File: config.mk
export PLATFORM = sky130hd
export DESIGN_NAME = tpr_router_top
export DESIGN_NICKNAME = d
export VERILOG_FILES = /design/src/rtl/tpr_pkg.sv /design/src/rtl/tpr_cfg_regs.sv /design/src/rtl/tpr_window_match.sv /design/src/rtl/tpr_route_decide.sv /design/src/rtl/tpr_router_top.sv
export SDC_FILE = /design/constraint.sdc
export NUM_CORES = 1
export LEC_CHECK = 0
export ABC_AREA = 1
export BUFFER_PORTS_ARGS = -buffer_cell sky130_fd_sc_hd__buf_2
export CAP_MARGIN = 20
export CORE_UTILIZATION = 45
export CTS_CLUSTER_DIAMETER = 30
export DETAILED_ROUTE_END_ITERATION = 6
export GPL_ROUTABILITY_DRIVEN = 0
export REMOVE_ABC_BUFFERS = 1
export SETUP_SLACK_MARGIN = 0.4
export SLEW_MARGIN = 5
export SYNTH_ARGS = -nofsm -noshare
export SYNTH_HDL_FRONTEND = slang
export SYNTH_HIERARCHICAL = 1
export SYNTH_SLANG_ARGS = --single-unit
File: constraint.sdc
create_clock -name clk -period 2.65 [get_ports clk]
set_clock_uncertainty 0.05 [all_clocks]
set_input_delay 0.53 -clock clk [delete_from_list [all_inputs] [get_ports clk]]
set_output_delay 0.53 -clock clk [all_outputs]
set_load 0.005 [all_outputs]
File: src/rtl/tpr_pkg.sv
package tpr_pkg;
  localparam int NSEC   = 2;
  localparam int NKIND  = 3;
  localparam int NDEST  = 3;
  localparam int CFG_AW = 5;

  localparam int KIND_IO   = 0;
  localparam int KIND_MEM  = 1;
  localparam int KIND_PREF = 2;

  localparam int DST_PRI = 0;
  localparam int DST_S1  = 1;
  localparam int DST_S2  = 2;

  localparam logic [CFG_AW-1:0] CMD_ADDR = '0;

  typedef enum logic [1:0] {
    SRC_PRI = 2'd0,
    SRC_S1  = 2'd1,
    SRC_S2  = 2'd2,
    SRC_BAD = 2'd3
  } src_e;

  // Register address of a window field: {1, port, kind[1:0], limit_sel}
  function automatic logic [CFG_AW-1:0] win_reg_addr(input int port, input int kind,
                                                     input logic is_limit);
    logic [CFG_AW-1:0] a;
    a = '0;
    a[4]   = 1'b1;
    a[3]   = (port != 0);
    a[2:1] = kind[1:0];
    a[0]   = is_limit;
    return a;
  endfunction
endpackage

File: src/rtl/tpr_cfg_regs.sv
module tpr_cfg_regs
  import tpr_pkg::*;
#(
  parameter int ADDR_W = 32
) (
  input  logic                                clk,
  input  logic                                rst_n,
  input  logic                                cfg_we,
  input  logic [CFG_AW-1:0]                   cfg_addr,
  input  logic [ADDR_W-1:0]                   cfg_wdata,
  output logic [NSEC-1:0][NKIND-1:0][ADDR_W-1:0] win_base,
  output logic [NSEC-1:0][NKIND-1:0][ADDR_W-1:0] win_limit,
  output logic                                io_en,
  output logic                                mst_en
);
  logic cmd_sel;
  assign cmd_sel = cfg_we && (cfg_addr == CMD_ADDR);

  always_ff @(posedge clk or negedge rst_n) begin
    if (!rst_n) begin
      io_en  <= 1'b0;
      mst_en <= 1'b0;
    end else if (cmd_sel) begin
      io_en  <= cfg_wdata[0];
      mst_en <= cfg_wdata[1];
    end
  end

  for (genvar p = 0; p < NSEC; p++) begin : g_port
    for (genvar k = 0; k < NKIND; k++) begin : g_kind
      logic base_sel, limit_sel;
      assign base_sel  = cfg_we && (cfg_addr == win_reg_addr(p, k, 1'b0));
      assign limit_sel = cfg_we && (cfg_addr == win_reg_addr(p, k, 1'b1));

      always_ff @(posedge clk or negedge rst_n) begin
        if (!rst_n) begin
          win_base[p][k]  <= '1;
          win_limit[p][k] <= '0;
        end else begin
          if (base_sel)  win_base[p][k]  <= cfg_wdata;
          if (limit_sel) win_limit[p][k] <= cfg_wdata;
        end
      end
    end
  end


  cmd_load_chk: assert property (@(posedge clk) disable iff (!rst_n)
    (cfg_we && cfg_addr == CMD_ADDR) |=> (io_en == $past(cfg_wdata[0]) && mst_en == $past(cfg_wdata[1])));


  cmd_hold_chk: assert property (@(posedge clk) disable iff (!rst_n)
    !(cfg_we && cfg_addr == CMD_ADDR) |=> $stable({io_en, mst_en}));
endmodule

File: src/rtl/tpr_window_match.sv
module tpr_window_match #(
  parameter int ADDR_W = 32
) (
  input  logic [ADDR_W-1:0] addr,
  input  logic [ADDR_W-1:0] base,
  input  logic [ADDR_W-1:0] limit,
  output logic              hit
);
  function automatic logic inside_range(input logic [ADDR_W-1:0] a,
                                        input logic [ADDR_W-1:0] lo,
                                        input logic [ADDR_W-1:0] hi);
    return (a >= lo) && (a <= hi);
  endfunction

  assign hit = inside_range(addr, base, limit);
endmodule

File: src/rtl/tpr_route_decide.sv
module tpr_route_decide
  import tpr_pkg::*;
(
  input  logic [1:0]       src,
  input  logic             is_io,
  input  logic [NSEC-1:0]  port_hit,
  input  logic             io_en,
  input  logic             mst_en,
  output logic [NDEST-1:0] dest,
  output logic             ignore
);
  logic own_hit, oth_hit;
  logic pri_allowed;

  assign pri_allowed = !(is_io && !io_en);

  always_comb begin
    own_hit = 1'b0;
    oth_hit = 1'b0;
    case (src)
      SRC_S1: begin own_hit = port_hit[0]; oth_hit = port_hit[1]; end
      SRC_S2: begin own_hit = port_hit[1]; oth_hit = port_hit[0]; end
      default: ;
    endcase
  end

  always_comb begin
    dest = '0;
    case (src)
      SRC_PRI: begin
        if (pri_allowed) begin
          if (port_hit[0])      dest[DST_S1] = 1'b1;
          else if (port_hit[1]) dest[DST_S2] = 1'b1;
        end
      end
      SRC_S1, SRC_S2: begin
        if (mst_en && !own_hit) begin
          if (oth_hit) begin
            if (src == SRC_S1) dest[DST_S2] = 1'b1;
            else               dest[DST_S1] = 1'b1;
          end else begin
            dest[DST_PRI] = 1'b1;
          end
        end
      end
      default: ;
    endcase
  end

  assign ignore = (dest == '0);
endmodule

File: src/rtl/tpr_router_top.sv
module tpr_router_top
  import tpr_pkg::*;
#(
  parameter int ADDR_W = 32
) (
  input  logic              clk,
  input  logic              rst_n,
  input  logic              cfg_we,
  input  logic [4:0]        cfg_addr,
  input  logic [ADDR_W-1:0] cfg_wdata,
  input  logic              req_valid,
  input  logic [1:0]        req_port,
  input  logic              req_is_io,
  input  logic [ADDR_W-1:0] req_addr,
  output logic              out_valid,
  output logic [2:0]        out_dest,
  output logic              out_ignore,
  output logic [ADDR_W-1:0] out_addr
);
  logic [NSEC-1:0][NKIND-1:0][ADDR_W-1:0] win_base, win_limit;
  logic io_en, mst_en;
  logic [NSEC-1:0][NKIND-1:0] hit_raw;
  logic [NSEC-1:0] port_hit;
  logic [NDEST-1:0] nxt_dest;
  logic nxt_ignore;

  tpr_cfg_regs #(.ADDR_W(ADDR_W)) cfg_i (
    .clk(clk), .rst_n(rst_n), .cfg_we(cfg_we), .cfg_addr(cfg_addr),
    .cfg_wdata(cfg_wdata), .win_base(win_base), .win_limit(win_limit),
    .io_en(io_en), .mst_en(mst_en)
  );

  for (genvar p = 0; p < NSEC; p++) begin : g_match
    for (genvar k = 0; k < NKIND; k++) begin : g_win
      tpr_window_match #(.ADDR_W(ADDR_W)) win_i (
        .addr(req_addr), .base(win_base[p][k]), .limit(win_limit[p][k]),
        .hit(hit_raw[p][k])
      );


      empty_win_chk: assert property (@(posedge clk) disable iff (!rst_n)
        (req_valid && hit_raw[p][k]) |-> (win_base[p][k] <= win_limit[p][k]));
    end
    assign port_hit[p] = req_is_io ? hit_raw[p][KIND_IO]
                                   : (hit_raw[p][KIND_MEM] | hit_raw[p][KIND_PREF]);
  end

  tpr_route_decide decide_i (
    .src(req_port), .is_io(req_is_io), .port_hit(port_hit),
    .io_en(io_en), .mst_en(mst_en), .dest(nxt_dest), .ignore(nxt_ignore)
  );

  always_ff @(posedge clk or negedge rst_n) begin
    if (!rst_n) begin
      out_valid  <= 1'b0;
      out_dest   <= '0;
      out_ignore <= 1'b0;
      out_addr   <= '0;
    end else begin
      out_valid <= req_valid;
      if (req_valid) begin
        out_dest   <= nxt_dest;
        out_ignore <= nxt_ignore;
        out_addr   <= req_addr;
      end
    end
  end


  valid_follow_chk: assert property (@(posedge clk) disable iff (!rst_n)
    req_valid |=> out_valid);

  idle_quiet_chk: assert property (@(posedge clk) disable iff (!rst_n)
    !req_valid |=> !out_valid);

  addr_pass_chk: assert property (@(posedge clk) disable iff (!rst_n)
    req_valid |=> (out_addr == $past(req_addr)));

  dest_excl_chk: assert property (@(posedge clk) disable iff (!rst_n)
    out_valid |-> ($countones(out_dest) == (out_ignore ? 0 : 1)));

  mst_gate_chk: assert property (@(posedge clk) disable iff (!rst_n)
    (req_valid && (req_port == SRC_S1 || req_port == SRC_S2) && !mst_en) |=> out_ignore);

  io_gate_chk: assert property (@(posedge clk) disable iff (!rst_n)
    (req_valid && req_port == SRC_PRI && req_is_io && !io_en) |=> out_ignore);

  own_local_chk: assert property (@(posedge clk) disable iff (!rst_n)
    (req_valid && req_port == SRC_S1 && port_hit[0]) |=> out_ignore);

  pri_prio_chk: assert property (@(posedge clk) disable iff (!rst_n)
    (req_valid && req_port == SRC_PRI && port_hit[0] && (!req_is_io || io_en))
      |=> out_dest[DST_S1]);
endmodule

==> Implementation_results.wiki, run 1 <==
{| class="wikitable"
! Metric !! Value
|-
| Pin slew with the least headroom to its limit || 0.647 ns
|-
| Depth of the worst register-to-register path || 22
|-
| Max-slew headroom at the worst pin || 56.8%
|-
| Crit path capture type || register
|-
| Global-route wire length before repair || 140 mm
|-
| Clk Tree Root Cell || clkbuf_16
|-
| Die Span Y || roughly 250 µm
|-
| Number of primary I/O pins || 113
|-
| Number of buffers on the longest clock path || 3
|-
| CTS clk-pin slew, worst paths || around 0.05 ns
|-
| Min-Delay Startpoint || cfg_addr[4]
|-
| ANT nets after route || 0
|-
| Period utilization || 109%
|-
| Most numerous cell on the critical path || nand2_1
|-
| Synthesized area divided by synthesized cell count || approximately 7.7 µm²
|-
| Cell area after synthesis || approximately 0.028 mm²
|-
| Pwr Density || ~870 mW/mm²
|-
| Port-buffer cells || approximately 110
|-
| Post-placement worst setup slack || -0.970 ns
|-
| Type of the setup path with the least slack || register to register
|-
| Run status || finished with violations
|-
| Unrepaired setup endpoints after global routing || yes
|-
| Overall routing resource usage || approximately 29%
|-
| Layout fillers || about 5.5k
|-
| CP max-delay cell || dfstp_2
|-
| Starting density of the core || a little under half
|-
| Share of final-layout standard cells stronger than drive strength 1 || around 23%
|-
| Sort of element at the start of the critical path || register
|-
| Number of buffers inserted during clock tree synthesis || roughly 120
|-
| Final critical delay including setup and external delays || around 2.9 ns
|-
| Hold violation count in the final report || 0
|-
| Via-per-instance ratio || roughly 5.3
|-
| Total inserted antenna cells || 0
|-
| Initial antenna violation count || 1
|-
| Core Region || ~0.06 mm²
|-
| Synthesized flop and latch total || about 420
|-
| Leakage power of the design || ~18 nW
|-
| Post-route worst hold slack || approximately 0.15 ns
|-
| Setup TNS Final || -0.738 ns
|-
| Number of failing setup endpoints in the final timing report || 4
|-
| Reg-to-reg slack, setup || -0.25 ns
|-
| Vias after detailed routing || approximately 25k
|-
| Cell row count || 90
|-
| Max-capacitance violation count || 0
|-
| Width of the die || 250 µm
|-
| Number of library cell types mapped by synthesis || 24
|-
| Final Worst Setup Slack || -0.249 ns
|-
| Cell family contributing the most delay on the critical path || simple AND/OR/NAND/NOR gates
|-
| Worst flop-to-flop path startpoint || cfg_i/win_base[149]$_DFFE_PN1P_
|-
| Hold Crit Class || input port to register
|-
| Warnings from Yosys || 6
|-
| Later-pin clock latency in the skew report || ~0.68 ns
|-
| Post-detailed-route wirelength per cell || between 15 and 20 µm
|-
| Initial DRC Count || 1979
|-
| Worst reg2reg endpoint || out_ignore$_DFFE_PN0P_
|-
| Total Wirelength || around 89 mm
|-
| Final max-slew violation count || 0
|-
| Worst Hold Endpoint || cfg_i/io_en$_DFFE_PN0P_
|-
| Die ar. || ~0.063 mm²
|-
| Placed Instance Area || around 0.03 mm²
|-
| CP Cell Sequence || inv_2 > ha_4 > a21oi_1 > nor2_1 > nor2_2 > nand3_4 > a21oi_4 > nand2_1 > nand2_1 > inv_1 > o21ai_2 > nand2_2 > nand2_1 > nand2_1 > nand2_1 > nand2_2 > o21bai_1 > nand2_1 > nand2_1 > nor2_2 > nand2_1 > o21ai_1
|-
| Largest net degree at the start of global routing || 103
|-
| Count of unresolved DRC violations after routing || 0
|-
| Longest individual stage delay on the worst path || 0.54 ns
|-
| Detailed placement HPWL || just under 60 mm
|-
| H-tree lvl count || 3
|-
| Hold path depth || 4
|-
| Worst ir drop on vdd || 0.000537 V
|-
| Sequential element share of the synthesized area || 39.0%
|-
| First-pass iteration count of the detailed router || 5
|-
| Post-route cell area || between 0.03 and 0.04 mm²
|-
| GRT overflow || 0
|-
| Data required time of the worst path || about 3.1 ns
|-
| CTS tree || built
|-
| Post-layout net count || about 4.3k
|-
| Arrival time at the worst endpoint || 3.36 ns
|-
| Clock sink count || between 400 and 500
|-
| Max Fanout on Critical Path || 3
|-
| Via count of the first global-routing pass || approximately 24k
|-
| Violations in the final reports || negative setup slack
|-
| F_max || 0.345 GHz
|-
| Post-Syn Instances || between 3k and 4k
|-
| Area overhead of the layout relative to synthesis || 27.7%
|-
| Crit path buf inv count || 2
|}
[synth_stat cells]
master,number,area share [%]
buf_6,6,0.24
a21o_1,6,0.16
nor3_1,6,0.11
buf_4,12,0.32
dfrtp_1,231,21
nand2_2,2,0.045
buf_1,4,0.054
o21ai_1,7,0.13
nor2_2,36,0.81
o21a_1,18,0.49
inv_1,519,7.0
inv_2,1,0.014
dfstp_2,192,18
o21ai_0,34,0.61
nand4_1,154,3.5
o21ai_2,27,0.85
nand2_1,1245,17
o21bai_1,7,0.19
nor2_1,100,1.4
nand3_1,293,5.3
buf_2,69,1.2
a21oi_1,169,3.1
clkbuf_1,83,1.1
ha_1,388,18
[stage by stage]
stage / utilization (%) / cells / power (mW)
after floorplan: - / 3435 / 12.2
after global routing: 58.5 / 4737 / 32.4
after CTS: 58.3 / 4735 / 30.8
after detailed placement: 49.9 / 4510 / 14.5
final: 58.5 / 4737 / 30.8
after global placement: 49.9 / 4510 / 14.3
[final cells by class]
type | count | area [µm²] | share of cell area, %
clock buffer | 143 | 3150 | 8.88
clock inverter | 77 | 1260 | 3.55
inverter | 520 | 1950 | 5.52
multi-input combinational | 2492 | 14900 | 42.2
sequential | 423 | 10800 | 30.6
tap | 782 | 978 | 2.76
timing repair buffer | 300 | 2320 | 6.55
[power breakdown]
part,internal (mW),switching [mW],total [mW]
clock network,11.4,4.47,15.8
logic,2.49,3.82,6.31
registers,8.02,0.643,8.66
total,21.9,8.93,30.8
[cells by family after synthesis]
logic type	count (synthesis)	share of synthesized area, %
compound gates	268	5.48
fa+ha+maj	388	17.5
buf+inv	694	10.0
flops	423	39.0
simple gates	1836	27.9
[flip-flops by register name, indices dropped and copies added (netlist names)]
signal / flops
cfg_i/win_base: 192
out_dest: 3
cfg_i/mst_en: 1
out_addr: 32
cfg_i/win_limit: 192
out_valid: 1
out_ignore: 1
cfg_i/io_en: 1
[how the worst max path moves through the flow]
stage               cells past startpoint                            start                              end  slack [ns]
global route                           23   cfg_i/win_base[19]$_DFFE_PN1P_           out_ignore$_DFFE_PN0P_       -0.41
detailed placement                     22                     req_addr[19]           out_ignore$_DFFE_PN0P_       -0.97
CTS                                    22  cfg_i/win_base[149]$_DFFE_PN1P_           out_ignore$_DFFE_PN0P_       -0.15
finish                                 22  cfg_i/win_base[149]$_DFFE_PN1P_           out_ignore$_DFFE_PN0P_       -0.25
floorplan                               5                      cfg_addr[3]  cfg_i/win_base[100]$_DFFE_PN1P_       -2.30
global placement                       24                     req_addr[17]           out_ignore$_DFFE_PN0P_       -0.98
[worst register-to-register path, stage by stage (launching register included)]
cell	delay (ns)
dfstp_2	0.54
inv_2	0.05
ha_4	0.22
a21oi_1	0.15
nor2_1	0.08
nor2_2	0.16
nand3_4	0.10
a21oi_4	0.23
nand2_1	0.09
nand2_1	0.08
inv_1	0.05
o21ai_2	0.15
nand2_2	0.08
nand2_1	0.06
nand2_1	0.05
nand2_1	0.07
nand2_2	0.06
o21bai_1	0.14
nand2_1	0.09
nand2_1	0.08
nor2_2	0.04
nand2_1	0.05
o21ai_1	0.06
[repair_timing]
| action | 4_1_cts | 5_1_grt |
|---|---|---|
| setup endpoints to repair | 4 | 4 |
| endpoints found under the hold margin | 26 | 0 |
| pin swaps | 86 | 38 |
| buffers inserted | 4 | 2 |
| gates resized for setup | 140 | 24 |
| hold buffers | 1 | 0 |
[per-layer routing]
metal  global-route usage (%)  share of wire, %  routed length, µm
met1                     40.0                46              40700
met2                     45.3                45              40200
met3                     5.23               6.4               5720
met4                     9.18               2.9               2550
met5                        0                 0                  0
[cell usage in the layout, fill, tap and decap left out, types with 43 or more instances in the layout]
master,netlist,final
buf_4,12,160
nand2_1,1245,1220
dfrtp_1,231,231
buf_2,69,110
dfstp_2,192,192
clkbuf_16,0,117
nor2_2,36,43
a21oi_1,169,149
nand4_1,154,154
nor2_1,100,78
inv_1,519,496
nand3_1,293,277
ha_1,388,361
Note: power is estimated with default switching activity, not from simulation.
==> run 2, diff against run 1 <==
Settings changed: CELL_PAD_IN_SITES_DETAIL_PLACEMENT set to 1, CELL_PAD_IN_SITES_GLOBAL_PLACEMENT set to 1, PLACE_DENSITY_LB_ADDON set to 0.1, SKIP_LAST_GASP set to 1.
==> Implementation_results.wiki, run 2 (synthesis gave the netlist of run 1 again) <==
{| class="wikitable"
! Metric !! Value
|-
| Crit path capture type || register (unchanged)
|-
| Cell family contributing the most delay on the critical path || simple AND/OR/NAND/NOR gates (unchanged)
|-
| ANT nets after route || 0 (unchanged)
|-
| Hold violation count in the final report || 0 (unchanged)
|-
| Max-slew headroom at the worst pin || 60.8% (was 56.8%)
|-
| Highest-count cells in the layout ignoring fill and taps || nand2_1, inv_1, ha_1 (unchanged)
|-
| Vias after detailed routing || 26.7k (was 25.0k)
|-
| Cell row count || 90 (unchanged)
|-
| Later-pin clock latency in the skew report || 0.72 ns (was 0.68 ns)
|-
| Placed Instance Area || 0.0304 mm² (was 0.0302 mm²)
|-
| Max-capacitance violation count || 0 (unchanged)
|-
| Starting density of the core || 45.8% (unchanged)
|-
| Post-detailed-route wirelength per cell || 22.5 µm (was 18.8 µm)
|-
| Detailed placement HPWL || 69.0 mm (was 57.9 mm)
|-
| Arrival time at the worst endpoint || 3.72 ns (was 3.36 ns)
|-
| Core Region || 0.0606 mm² (unchanged)
|-
| Run status || finished with violations (unchanged)
|-
| Sort of element at the start of the critical path || register (unchanged)
|-
| Initial antenna violation count || 2 (was 1)
|-
| Number of failing setup endpoints in the final timing report || 4 (unchanged)
|-
| Width of the die || 250 µm (unchanged)
|-
| Unrepaired setup endpoints after global routing || yes (unchanged)
|-
| Post-route cell area || 0.0356 mm² (was 0.0354 mm²)
|-
| Area overhead of the layout relative to synthesis || 28.3% (was 27.7%)
|-
| Via-per-instance ratio || 5.59 (was 5.27)
|-
| Total Wirelength || 107 mm (was 89.1 mm)
|-
| Commonest non-fill, non-tap cell in the layout || nand2_1 (unchanged)
|-
| Die ar. || 0.0626 mm² (unchanged)
|-
| Clk Tree Root Cell || clkbuf_16 (unchanged)
|-
| Number of primary I/O pins || 113 (unchanged)
|-
| Count of unresolved DRC violations after routing || 0 (unchanged)
|-
| Port-buffer cells || 112 (unchanged)
|-
| Final max-slew violation count || 0 (unchanged)
|-
| Violations in the final reports || negative setup slack (unchanged)
|-
| Number of buffers inserted during clock tree synthesis || 131 (was 116)
|-
| Depth of the worst register-to-register path || 22 (unchanged)
|-
| CTS clk-pin slew, worst paths || 0.05 ns (about the same)
|-
| Crit path buf inv count || 3 (was 2)
|-
| GRT overflow || 0 (unchanged)
|-
| CP Cell Sequence || inv_2 > ha_4 > nand2_4 > nor2_4 > buf_6 > nand4_1 > nor2_2 > nand2_1 > nand2_1 > nand2_1 > inv_1 > nand2_1 > nand2_2 > nand2_2 > nand2_4 > nand3_4 > nor2_4 > nor2_2 > nor2_2 > nor2_2 > nand2_1 > o21ai_1 (was inv_2 > ha_4 > a21oi_1 > nor2_1 > nor2_2 > nand3_4 > a21oi_4 > nand2_1 > nand2_1 > inv_1 > o21ai_2 > nand2_2 > nand2_1 > nand2_1 > nand2_1 > nand2_2 > o21bai_1 > nand2_1 > nand2_1 > nor2_2 > nand2_1 > o21ai_1)
|-
| CP max-delay cell || dfstp_2 (unchanged)
|-
| Most numerous cell on the critical path || nand2_1 (unchanged)
|-
| F_max || 0.313 GHz (was 0.345 GHz)
|-
| Via count of the first global-routing pass || 29.9k (was 24.4k)
|-
| CTS tree || built (unchanged)
|-
| Share of final-layout standard cells stronger than drive strength 1 || 22.0% (was 22.8%)
|-
| Total Power Consumption || 32.3 mW (was 30.8 mW)
|-
| Hold path depth || 3 (was 4)
|-
| Post-layout net count || 4352 (was 4317)
|-
| Pin slew with the least headroom to its limit || 0.587 ns (was 0.647 ns)
|-
| Longest individual stage delay on the worst path || 0.54 ns (about the same)
|-
| Die Span Y || 250 µm (unchanged)
|-
| Pwr Density || 909 mW/mm² (was 870 mW/mm²)
|-
| Type of the setup path with the least slack || register to register (unchanged)
|-
| First-pass iteration count of the detailed router || 5 (unchanged)
|-
| Clock sink count || 423 (unchanged)
|-
| Global-route wire length before repair || 167 mm (was 140 mm)
|-
| Number of buffers on the longest clock path || 3 (unchanged)
|-
| Final Worst Setup Slack || -0.540 ns (was -0.249 ns)
|-
| Largest net degree at the start of global routing || 86 (was 103)
|-
| Period utilization || 120% (was 109%)
|-
| Core Util, Final || 58.7% (was 58.5%)
|-
| H-tree lvl count || 4 (was 3)
|-
| Max Fanout on Critical Path || 3 (unchanged)
|-
| Reg-to-reg slack, setup || -0.54 ns (was -0.25 ns)
|-
| Worst ir drop on vdd || 0.000643 V (was 0.000537 V)
|-
| Data required time of the worst path || 3.18 ns (was 3.11 ns)
|-
| Leakage power of the design || 18.4 nW (was 18.2 nW)
|-
| Largest registers || cfg_i/win_base x192, cfg_i/win_limit x192, out_addr x32 (unchanged)
|-
| Number of stages on the worst setup path || 22 (unchanged)
|-
| Hold Crit Class || input port to register (unchanged)
|-
| Initial DRC Count || 1506 (was 1979)
|-
| Final critical delay including setup and external delays || 3.19 ns (was 2.90 ns)
|-
| Overall routing resource usage || 34.6% (was 28.8%)
|}
run 2: cell count changes in the layout (fill, tap and decap cells not counted), sizes merged:
cell      delta
buf         +20
bufinv       -8
clkbuf      +34
clkinv       -8
clkinvlp     +2
diode        +1
inv          +2
run 2: worst min-delay path: cells and delay by family:
family,cells,cell delay (ns)
buf+inv,1,0.17
compound gates,1,0.05
simple gates,1,0.10
run 2: layout make-up:
| cell class | instances | area, µm² |
|---|---|---|
| Multi-Input combinational cell | 2492 | 14600 |
| Sequential cell | 423 | 10800 |
| Antenna cell | 1 | 2.50 |
| Tap cell | 782 | 978 |
| Fill cell | 7245 | 25000 |
| Clock buffer | 177 | 3710 |
| Inverter | 520 | 1950 |
| Clock inverter | 65 | 1000 |
| Timing Repair Buffer | 320 | 2450 |
run 2: what timing repair did:
item	CTS	global route
hold buffers	1	0
setup buffers	6	1
resized for setup	52	41
pin swaps	26	25
hold endpoints to repair	28	0
setup endpoints to repair	4	4
run 2: routing by layer:
| metal | GRT usage, % | part of all wire (%) | wire length [µm] | vias up |
|---|---|---|---|---|
| met5 | 0 | 0 | 0 | - |
| met4 | 16.6 | 4.2 | 4490 | 0 |
| li1 | - | - | - | 12147 |
| met1 | 42.0 | 42 | 44900 | 13551 |
| met2 | 59.2 | 49 | 52800 | 741 |
| met3 | 6.37 | 4.9 | 5220 | 278 |
run 2: path summary, 6_finish.rpt:
check | start | to
max | cfg_i/win_base[118]$_DFFE_PN1P_ | out_ignore$_DFFE_PN0P_
min | req_addr[17] | out_addr[17]$_DFFE_PN0P_
min in group asynchronous | rst_n | out_addr[1]$_DFFE_PN0P_
max reg2reg | cfg_i/win_base[118]$_DFFE_PN1P_ | out_ignore$_DFFE_PN0P_
min reg2reg | cfg_i/win_base[134]$_DFFE_PN1P_ | cfg_i/win_base[134]$_DFFE_PN1P_
max in group asynchronous | rst_n | cfg_i/win_base[11]$_DFFE_PN1P_
run 2: power breakdown:
| group | internal, mW | leakage (nW) | switching (mW) | total [mW] |
|---|---|---|---|---|
| combinational | 2.55 | 11.2 | 4.26 | 6.80 |
| clock | 12.0 | 2.29 | 4.82 | 16.8 |
| sequential | 8.03 | 4.97 | 0.701 | 8.73 |
| total | 22.6 | 18.4 | 9.78 | 32.3 |
run 2: metrics by stage:
stage / TNS [ns] / setup slack, ns / std cells / hold slack [ns]
2_1_floorplan: -835.35 / -2.30 / 3435 / 0.184
3_5_place_dp: -4.41 / -1.22 / 4529 / 0.404
4_1_cts: -1.55 / -0.460 / 4778 / 0.0905
5_1_grt: -2.33 / -0.658 / 4779 / 0.139
6_report: -1.91 / -0.540 / 4780 / 0.134
3_3_place_gp: -4.06 / -1.11 / 4529 / 0.400
==> run 3, diff against run 2 <==
Settings changed: CORE_MARGIN set to 2, SKIP_CTS_REPAIR_TIMING set to 1.
==> Implementation_results.wiki, run 3 (synthesis gave the netlist of run 1 again) <==
{| class="wikitable"
! Metric !! Value
|-
| Post-layout net count || 4345 (was 4352)
|-
| Non-filler cells in the finished layout || 4768 (was 4780)
|-
| Via count of the first global-routing pass || 29.6k (was 29.9k)
|-
| CTS tree || built (unchanged)
|-
| Final max-slew violation count || 0 (unchanged)
|-
| Worst flop-to-flop path startpoint || cfg_i/win_base[115]$_DFFE_PN1P_ (was cfg_i/win_base[118]$_DFFE_PN1P_)
|-
| Cell row count || 90 (unchanged)
|-
| Worst Hold Endpoint || cfg_i/io_en$_DFFE_PN0P_ (was out_addr[17]$_DFFE_PN0P_)
|-
| Number of failing setup endpoints in the final timing report || 4 (unchanged)
|-
| Hold Crit Class || input port to register (unchanged)
|-
| Worst reg2reg endpoint || out_ignore$_DFFE_PN0P_ (unchanged)
|-
| Post-placement cell count || 4530 (was 4529)
|-
| Type of the setup path with the least slack || register to register (unchanged)
|-
| Number of buffers inserted during clock tree synthesis || 130 (was 131)
|-
| Post-placement worst setup slack || -1.08 ns (was -1.22 ns)
|-
| H-tree lvl count || 4 (unchanged)
|-
| Violations in the final reports || negative setup slack (unchanged)
|-
| Area overhead of the layout relative to synthesis || 30.0% (was 28.3%)
|-
| Overall routing resource usage || 33.8% (was 34.6%)
|-
| Starting density of the core || 45.8% (unchanged)
|-
| Number of primary I/O pins || 113 (unchanged)
|-
| Max-capacitance violation count || 0 (unchanged)
|-
| Initial antenna violation count || 1 (was 2)
|-
| Unrepaired setup endpoints after global routing || yes (unchanged)
|-
| Width of the die || 252 µm (was 250 µm)
|-
| Hold violation count in the final report || 0 (unchanged)
|-
| Die ar. || 0.0636 mm² (was 0.0626 mm²)
|-
| Detailed placement HPWL || 69.7 mm (was 69.0 mm)
|-
| Data required time of the worst path || 3.18 ns (about the same)
|-
| Clk Tree Root Cell || clkbuf_16 (unchanged)
|-
| Period utilization || 114% (was 120%)
|-
| Vias after detailed routing || 27.0k (was 26.7k)
|-
| Placed Instance Area || 0.0305 mm² (was 0.0304 mm²)
|-
| Post-route cell area || 0.0360 mm² (was 0.0356 mm²)
|-
| Pin slew with the least headroom to its limit || 0.797 ns (was 0.587 ns)
|-
| Max Fanout on Critical Path || 3 (unchanged)
|-
| Later-pin clock latency in the skew report || 0.71 ns (was 0.72 ns)
|-
| Die Span Y || 252 µm (was 250 µm)
|-
| Global-route wire length before repair || 165 mm (was 167 mm)
|-
| Final Worst Setup Slack || -0.363 ns (was -0.540 ns)
|-
| Initial DRC Count || 1872 (was 1506)
|-
| ANT nets after route || 0 (unchanged)
|-
| Total inserted antenna cells || 0 (was 1)
|-
| Sort of element at the start of the critical path || register (unchanged)
|-
| First-pass iteration count of the detailed router || 5 (unchanged)
|-
| Arrival time at the worst endpoint || 3.54 ns (was 3.72 ns)
|-
| GRT overflow || 0 (unchanged)
|-
| Highest-count cells in the layout ignoring fill and taps || nand2_1, inv_1, ha_1 (unchanged)
|-
| Core Region || 0.0606 mm² (unchanged)
|-
| Crit path capture type || register (unchanged)
|-
| Port-buffer cells || 112 (unchanged)
|-
| Largest registers || cfg_i/win_base x192, cfg_i/win_limit x192, out_addr x32 (unchanged)
|-
| Layout fillers || 7242 (was 7245)
|-
| Count of unresolved DRC violations after routing || 0 (unchanged)
|-
| Via-per-instance ratio || 5.66 (was 5.59)
|-
| Largest net degree at the start of global routing || 80 (was 86)
|-
| Min-Delay Startpoint || cfg_addr[4] (was req_addr[17])
|-
| Hold path depth || 4 (was 3)
|-
| Leakage power of the design || 18.4 nW (about the same)
|-
| Share of final-layout standard cells stronger than drive strength 1 || 24.1% (was 22.0%)
|-
| Reg-to-reg slack, setup || -0.36 ns (was -0.54 ns)
|-
| Final critical delay including setup and external delays || 3.01 ns (was 3.19 ns)
|-
| F_max || 0.332 GHz (was 0.313 GHz)
|-
| Run status || finished with violations (unchanged)
|-
| Max-slew headroom at the worst pin || 46.9% (was 60.8%)
|-
| Pwr Density || 888 mW/mm² (was 909 mW/mm²)
|-
| Clock sink count || 423 (unchanged)
|-
| CTS clk-pin slew, worst paths || 0.04 ns (was 0.05 ns)
|-
| Total Wirelength || 109 mm (was 107 mm)
|-
| Number of buffers on the longest clock path || 3 (unchanged)
|-
| Worst ir drop on vdd || 0.000848 V (was 0.000643 V)
|-
| Post-detailed-route wirelength per cell || 22.9 µm (was 22.5 µm)
|-
| Depth of the worst register-to-register path || 22 (unchanged)
|-
| Commonest non-fill, non-tap cell in the layout || nand2_1 (unchanged)
|}
==> run 3: cell type report <==
type                    count  area [µm²]  area share, %
flip-flops and latches    423       10800           30.0
repair buffers            314        2520           6.98
well taps                 782         978           2.71
inverters                 520        1950           5.42
clock inverters            56         882           2.45
clock buffers             181        3680           10.2
multi-input cells        2492       15200           42.2
==> run 3: power breakdown <==
group,total (mW),internal [mW],leakage [nW],switching [mW]
sequential,8.73,8.03,4.97,0.704
combinational,7.14,2.69,11.2,4.45
clock,16.1,11.3,2.24,4.81
total,32.0,22.0,18.4,9.96
==> run 3: worst max-delay path: stages (launching register included) <==
cell	delay (ns)
dfstp_2	0.54
inv_2	0.05
ha_4	0.27
nand2_2	0.08
buf_4	0.14
inv_1	0.04
nand4_1	0.30
nor2_4	0.28
nand2_2	0.08
nand2_2	0.06
nand2_2	0.06
inv_2	0.05
nand2_2	0.05
nand2_2	0.10
nand2_2	0.09
nand2_4	0.10
nand3_2	0.07
o21bai_1	0.13
nand2_1	0.08
nand2_1	0.08
nor2_2	0.03
nand2_1	0.06
o21ai_1	0.06
==> run 3: worst max path at each step <==
stage	start	end	slack, ns	cells after the start
after floorplan	cfg_addr[3]	cfg_i/win_base[100]$_DFFE_PN1P_	-2.30	5
after global placement	req_addr[19]	out_ignore$_DFFE_PN0P_	-1.15	23
after detailed placement	req_addr[19]	out_ignore$_DFFE_PN0P_	-1.08	23
after CTS	cfg_i/win_base[145]$_DFFE_PN1P_	out_ignore$_DFFE_PN0P_	-0.81	22
after global routing	cfg_i/win_base[23]$_DFFE_PN1P_	out_ignore$_DFFE_PN0P_	-0.50	22
final	cfg_i/win_base[115]$_DFFE_PN1P_	out_ignore$_DFFE_PN0P_	-0.36	22
==> run 3: metrics by stage <==
stage | utilization [%] | hold WS, ns | power, mW | TNS, ns
CTS | 57.8 | -0.165 | 31.4 | -2.95
floorplan | - | 0.184 | 12.2 | -835.35
global route | 59.5 | 0.124 | 33.4 | -1.76
detailed placement | 50.3 | 0.404 | 15.0 | -3.98
global placement | 50.3 | 0.400 | 14.5 | -4.25
finish | 59.5 | 0.101 | 32.0 | -1.20
==> run 3: layer usage <==
metal | GRT usage [%] | share of wire (%) | vias up
li1 | - | - | 12154
met1 | 40.8 | 41 | 13719
met2 | 58.7 | 50 | 856
met3 | 5.88 | 5.4 | 258
met4 | 15.8 | 3.7 | 0
met5 | 0 | 0 | -
